$ cat config.mk
export PLATFORM = sky130hd
export DESIGN_NAME = csa_adder
export DESIGN_NICKNAME = d
export VERILOG_FILES = /design/src/rtl/csa_pkg.sv /design/src/rtl/csa_ripple.sv /design/src/rtl/csa_select_block.sv /design/src/rtl/csa_adder.sv
export SDC_FILE = /design/constraint.sdc
export NUM_CORES = 1
export LEC_CHECK = 0
export ABC_AREA = 1
export BUFFER_PORTS_ARGS = -buffer_cell sky130_fd_sc_hd__buf_2
export CAP_MARGIN = 0
export CORE_MARGIN = 2
export CORE_UTILIZATION = 35
export DETAILED_ROUTE_END_ITERATION = 8
export PLACE_DENSITY = 0.69
export SYNTH_ARGS = -nofsm -noshare
export SYNTH_HDL_FRONTEND = slang
export SYNTH_SLANG_ARGS = --single-unit
$ cat constraint.sdc
create_clock -name vclk -period 2.75
set_input_delay 0.4125 -clock vclk [all_inputs]
set_output_delay 0.4125 -clock vclk [all_outputs]
set_load 0.1 [all_outputs]
$ cat src/rtl/csa_pkg.sv
package csa_pkg;

  typedef enum int {
    LAYOUT_UNIFORM     = 0,
    LAYOUT_PROGRESSIVE = 1
  } layout_e;

  // nominal width of block idx before truncation at the top
  function automatic int blk_span(input int idx, input int base, input layout_e lay);
    int b;
    b = (base < 1) ? 1 : base;
    if (lay == LAYOUT_PROGRESSIVE && idx >= 2) return b + idx - 1;
    return b;
  endfunction

  // lowest bit position of block idx
  function automatic int blk_lo(input int idx, input int base, input layout_e lay);
    int lo;
    lo = 0;
    for (int j = 0; j < idx; j++) lo += blk_span(j, base, lay);
    return lo;
  endfunction

  // number of blocks needed to cover width bits
  function automatic int blk_count(input int width, input int base, input layout_e lay);
    int n;
    int lo;
    n  = 0;
    lo = 0;
    while (lo < width) begin
      lo += blk_span(n, base, lay);
      n++;
    end
    return n;
  endfunction

endpackage

$ cat src/rtl/csa_ripple.sv
module csa_ripple #(
  parameter int W = 4
) (
  input  logic [W-1:0] a,
  input  logic [W-1:0] b,
  input  logic         ci,
  output logic [W-1:0] s,
  output logic         co
);

  logic [W:0] c;

  assign c[0] = ci;

  for (genvar i = 0; i < W; i++) begin : g_bit
    assign s[i]   = a[i] ^ b[i] ^ c[i];
    assign c[i+1] = (a[i] & b[i]) | (c[i] & (a[i] ^ b[i]));
  end

  assign co = c[W];

  // each chain is an exact W-bit adder
  always_comb begin
    a_r1_ripple_exact : assert ({co, s} == ({1'b0, a} + {1'b0, b} + {{W{1'b0}}, ci}))
      else $error("ripple chain result mismatch");
  end

endmodule

$ cat src/rtl/csa_select_block.sv
module csa_select_block #(
  parameter int W = 4
) (
  input  logic [W-1:0] a,
  input  logic [W-1:0] b,
  input  logic         ci,
  output logic [W-1:0] s,
  output logic         co
);

  logic [W-1:0] s_zero;
  logic [W-1:0] s_one;
  logic         blk_gen;
  logic         blk_prop;

  csa_ripple #(.W(W)) u_zero (
    .a  (a),
    .b  (b),
    .ci (1'b0),
    .s  (s_zero),
    .co (blk_gen)
  );

  csa_ripple #(.W(W)) u_one (
    .a  (a),
    .b  (b),
    .ci (1'b1),
    .s  (s_one),
    .co (blk_prop)
  );

  assign s  = ci ? s_one : s_zero;
  assign co = blk_gen | (blk_prop & ci);

  always_comb begin
    // a block that makes a carry on its own also passes one
    a_r4_gen_implies_prop : assert (!blk_gen || blk_prop)
      else $error("generate without propagate");
    // the selected candidate plus block carry match the block arithmetic
    a_r3_block_exact : assert ({co, s} == ({1'b0, a} + {1'b0, b} + {{W{1'b0}}, ci}))
      else $error("block select mismatch");
  end

endmodule

$ cat src/rtl/csa_adder.sv
module csa_adder #(
  parameter int               WIDTH  = 16,
  parameter int               BLK_W  = 4,
  parameter csa_pkg::layout_e LAYOUT = csa_pkg::LAYOUT_UNIFORM
) (
  input  logic [WIDTH-1:0] a,
  input  logic [WIDTH-1:0] b,
  input  logic             cin,
  output logic [WIDTH-1:0] sum,
  output logic             cout
);

  localparam int NBLK = csa_pkg::blk_count(WIDTH, BLK_W, LAYOUT);
  localparam int W0   = (csa_pkg::blk_span(0, BLK_W, LAYOUT) > WIDTH)
                        ? WIDTH : csa_pkg::blk_span(0, BLK_W, LAYOUT);

  logic [NBLK:0] carry;

  assign carry[0] = cin;

  // lowest block takes cin directly, single chain
  csa_ripple #(.W(W0)) u_low (
    .a  (a[W0-1:0]),
    .b  (b[W0-1:0]),
    .ci (carry[0]),
    .s  (sum[W0-1:0]),
    .co (carry[1])
  );

  for (genvar i = 1; i < NBLK; i++) begin : g_blk
    localparam int LO   = csa_pkg::blk_lo(i, BLK_W, LAYOUT);
    localparam int SPAN = csa_pkg::blk_span(i, BLK_W, LAYOUT);
    // top block truncated to remaining bits
    localparam int BW   = (LO + SPAN > WIDTH) ? (WIDTH - LO) : SPAN;

    csa_select_block #(.W(BW)) u_sel (
      .a  (a[LO+BW-1:LO]),
      .b  (b[LO+BW-1:LO]),
      .ci (carry[i]),
      .s  (sum[LO+BW-1:LO]),
      .co (carry[i+1])
    );
  end

  assign cout = carry[NBLK];

  // whole adder exact in either layout
  always_comb begin
    a_r1_top_exact : assert ({cout, sum} == ({1'b0, a} + {1'b0, b} + {{WIDTH{1'b0}}, cin}))
      else $error("adder result mismatch");
  end

endmodule

# Word-level counts from Yosys, hierarchy flattened
# Index checks and enable logic that the tools add are counted.
[word_totals]
input_bits = 33
output_inout_bits = 17
elab_cells = 113
ff_bits = 0
[classes]
bitwise = 110
n_mux = 3
[ops]
columns = ["op", "n"]
rows = [
  ["$and A1 B1 Y1", 41],
  ["$xor A1 B1 Y1", 38],
  ["$or A1 B1 Y1", 28],
  ["$mux W4", 3],
  ["$not A1 Y1", 3],
]

# Logic depth before layout (Yosys ltp)
[depth]
ltp_word = 15
mapped_depth = 14
ltp_nobuf = 14

# Modules after synthesis
# From an unflattened synthesis, not the netlist that was laid out.
[hier_totals]
hier_cells = 152
area_unflattened_um2 = 1026.0
[modules_own_cells]
columns = ["module", "n_inst", "seq_area_each_um2", "area_per_inst_um2", "cells_per_inst"]
rows = [
  ["csa_ripple", 7, 0.0, 117.6, 14],
  ["csa_select_block", 3, 0.0, 67.6, 18],
]

# Least setup slack after synthesis
# Ideal clock, no wire load.
[synth_timing]
kind = "in2out"
start = "input port a[0]"
end = "output port sum[12]"
cell_stages = 11
setup_slack_ns = -1.391
t_arrival_ns = 3.729
path_buffers = 0
required_ns = 2.338
path_cell_list = "fa_1 fa_1 fa_1 inv_1 fa_1 inv_1 nand2_2 nand2_4 nand3_4 nand2_4 xor2_1"
[synth_via]
elab_chain_cells = 14
elab_cells_between_ends = 15
classes_between = "1 x mux; 14 x bitwise"
[synth_rtl]
columns = ["element", "line", "text"]
rows = [
  ["start: declaration", "csa_adder.sv:6", "input logic [WIDTH-1:0] a,"],
  ["$xor A1 B1 Y1", "csa_ripple.sv:17", "assign c[i+1] = (a[i] & b[i]) | (c[i] & (a[i] ^ b[i]));"],
  ["$and A1 B1 Y1", "csa_ripple.sv:17", ""],
  ["$or A1 B1 Y1 (*)", "csa_ripple.sv:17", ""],
  ["$and A1 B1 Y1 (*)", "csa_ripple.sv:17", ""],
  ["$or A1 B1 Y1 (*)", "csa_ripple.sv:17", ""],
  ["$and A1 B1 Y1 (*)", "csa_ripple.sv:17", ""],
  ["$or A1 B1 Y1 (*)", "csa_ripple.sv:17", ""],
  ["$and A1 B1 Y1 (*)", "csa_ripple.sv:17", ""],
  ["$or A1 B1 Y1 (*)", "csa_ripple.sv:17", ""],
  ["$and A1 B1 Y1 (*)", "csa_select_block.sv:33", "assign co = blk_gen | (blk_prop & ci);"],
  ["$or A1 B1 Y1 (*)", "csa_select_block.sv:33", ""],
  ["$and A1 B1 Y1 (*)", "csa_select_block.sv:33", ""],
  ["$or A1 B1 Y1 (*)", "csa_select_block.sv:33", ""],
  ["$mux W4 (*)", "csa_select_block.sv:32", "assign s = ci ? s_one : s_zero;"],
  ["end: declaration", "csa_adder.sv:9", "output logic [WIDTH-1:0] sum,"],
]
# Mark *: on every way between the ends. The rest lies on a longest branch, timed or not.

# Worst setup path after layout
[layout_timing]
start = "input port a[0]"
end = "output port sum[15]"
# Same word-level chain as after synthesis.

==> out/results.txt <==
Sequential fraction of the synthesis area: 0%
Min-delay src: b[2]
Final #Nets: 247
Commonest non-fill, non-tap cell in the layout: buf_2
Maximum vdd drop: 0.4273 mV
Multi-input gate area: 1134 um2
Setup WS post-layout: -0.3755 ns
Remaining DRCs: 0
Static leakage power: 0.9466 nW
Starting density of the core: 35.98%
Register area: 0 um2
Via count: 1075
Non-filler cells, final: 223
Die width: 53.78 um
Total congestion overflow: 0
Syn nets: 183
Vias in the first global route: 1083
Core Region: 2410 um2
Mean Syn Cell Area: 6.619 um2
Final instance area: 1908 um2
Failing checks: negative setup slack
Total global routing track utilization: 20.16%
DRT Wirelength: 2802 um
N_diodes: 0
Most frequent cells in the layout: buf_2 (34), inv_1 (27), ha_1 (15), buf_12 (15), nand2_1 (14)
RSZ-0062 raised after global routing: yes
Synthesized area: 867.1 um2
Cell Rows: 18
Hold Crit Class: input pin to output port
Placed inst area: 1660 um2
WP data required: 2.34 ns
WS Path Type: input pin to output port
CP arrival: 2.71 ns
Relative slew margins: 67.56%
CP Launch Type: input pin
Max Used Layer: met4
Setup violations, final: 13
Most used cell along the critical path: fa_2
Max Cap Violations: 0
Met2 wire len: 1695 um
Pwr dens: 559.9 nW/um2
Die ar.: 2892 um2
Hold-critical path depth: 3
DRT antenna net count: 0
Largest net degree at the start of global routing: 11
Status: complete, but fails checks
Part of the cycle the worst path needs: 113.7%
Hold-fix buffers, CTS: 0
Pre-antenna DRT Iters: 4
Avg WL per Cell: 12.57 um
First-pass GRT wire length: 4402 um
Die H: 53.78 um
Clkbuf count: 0
Cell Chain, Critical Path: buf_6 > fa_2 > fa_2 > fa_2 > inv_2 > fa_2 > inv_2 > nand2_2 > nand2_4 > nand3_4 > buf_4 > nand3_2 > nand3_4 > nand2_8 > buf_12
Routed wl met3: 70 um
Synth warnings: 0
Post-DP HPWL: 2017 um
Distinct cells, synth: 22
Mapped Cells: 131
Share of layout cells above drive strength 1: 64.25%
Layout overhead on the synthesized area: 120.1%
Hold Path End: sum[2]
Worst-path maximum fanout: 4
Slowest-stage cell, CP: fa_2
CP max stage delay: 0.38 ns
FF+latch count: 0
Placed cell count: 217
I/O pin cnt: 50
Port bufs: 50
Final Hold Vio Count: 0
Setup tns final: -3.912 ns
Max Slew Vio Count: 0
Crit. End Element: output port
DRT iter0 DRCs: 12
F_max: 0.3199 GHz
WL met1: 970 um
Initial antenna violation count: 0
Slew of the pin with the lowest slew margin: 0.4900 ns
Fillers: 137
Placer congestion estimate: 0.7671
Vias per Instance: 4.821
Min Tclk post-route: 3.126 ns
synth_stat cells:
master / count / area [um2]
nand2_1: 31 / 116.4
inv_1: 30 / 112.6
ha_1: 15 / 187.7
nand3_1: 13 / 65.06
a21oi_1: 5 / 25.02
fa_1: 4 / 80.08
nand2_2: 3 / 18.77
nand2_4: 3 / 33.78
o211ai_1: 3 / 22.52
o21ai_0: 3 / 15.01
o21ai_1: 3 / 15.01
xnor2_1: 3 / 26.28
xor2_1: 3 / 26.28
a21oi_4: 2 / 32.53
inv_2: 2 / 7.510
o21ai_2: 2 / 17.52
bufinv_8: 1 / 17.52
clkinv_2: 1 / 5.000
nand3_4: 1 / 17.52
nor2_4: 1 / 11.26
o21bai_1: 1 / 7.510
or2_2: 1 / 6.260
metrics by stage:
stage	setup slack [ns]	util, %	power, mW	hold WS (ns)
2_1_floorplan	-0.4535	-	0.6997	1.278
5_1_grt	-0.4676	79.18	1.109	1.327
6_report	-0.3755	79.18	1.068	1.314
4_1_cts	-0.3546	77.67	1.054	1.318
3_5_place_dp	-0.4399	68.90	0.9809	1.318
3_3_place_gp	-0.3842	68.90	0.9653	1.312
final cells by class:
class	count	share of cell area, %
tap	30	1.967
timing repair buffer	62	30.95
multi-input combinational	97	59.41
inverter	34	7.672
critical path, delay by kind of cell:
family	cells	cell delay, ns
buffers and inverters	5	0.51
adder cells (fa/ha/maj)	4	1.27
AND/OR/NAND/NOR	6	0.53
timing repair:
action	CTS	global route
pin swaps	9	4
setup endpoints to repair	14	14
buffers inserted	5	4
gates resized for setup	40	6
where the power goes:
group	switching (mW)	internal [mW]	leakage (nW)
clock network	0	0	0
registers	0	0	0
logic	0.679	0.389	0.947
total	0.679	0.389	0.947
how the worst max path moves through the flow:
| stage | start | to | slack (ns) | cells after the start |
|---|---|---|---|---|
| final | a[0] | sum[15] | -0.38 | 15 |
| after global routing | a[0] | sum[15] | -0.47 | 15 |
| after CTS | a[0] | sum[15] | -0.35 | 15 |
| after detailed placement | a[0] | sum[11] | -0.44 | 15 |
| after global placement | a[0] | sum[13] | -0.38 | 15 |
| after floorplan | a[0] | sum[12] | -0.45 | 11 |
kinds of logic (layout without fill, tap and decap cells):
logic type	count (synthesis)	after routing	synth area share [%]
AND/OR/NAND/NOR	53	53	31.02
adder cells (fa/ha/maj)	19	19	30.88
XOR/XNOR	6	6	6.062
buffers and inverters	34	96	16.45
AO/OA/AOI/OAI	19	19	15.58
metal layers:
layer | vias up | global-route usage [%]
li1 | 535 | -
met1 | 506 | 19.93
met2 | 26 | 42.48
met3 | 8 | 1.111
met4 | 0 | 7.265
met5 | - | 0
Note: power is estimated with default switching activity, not from simulation.
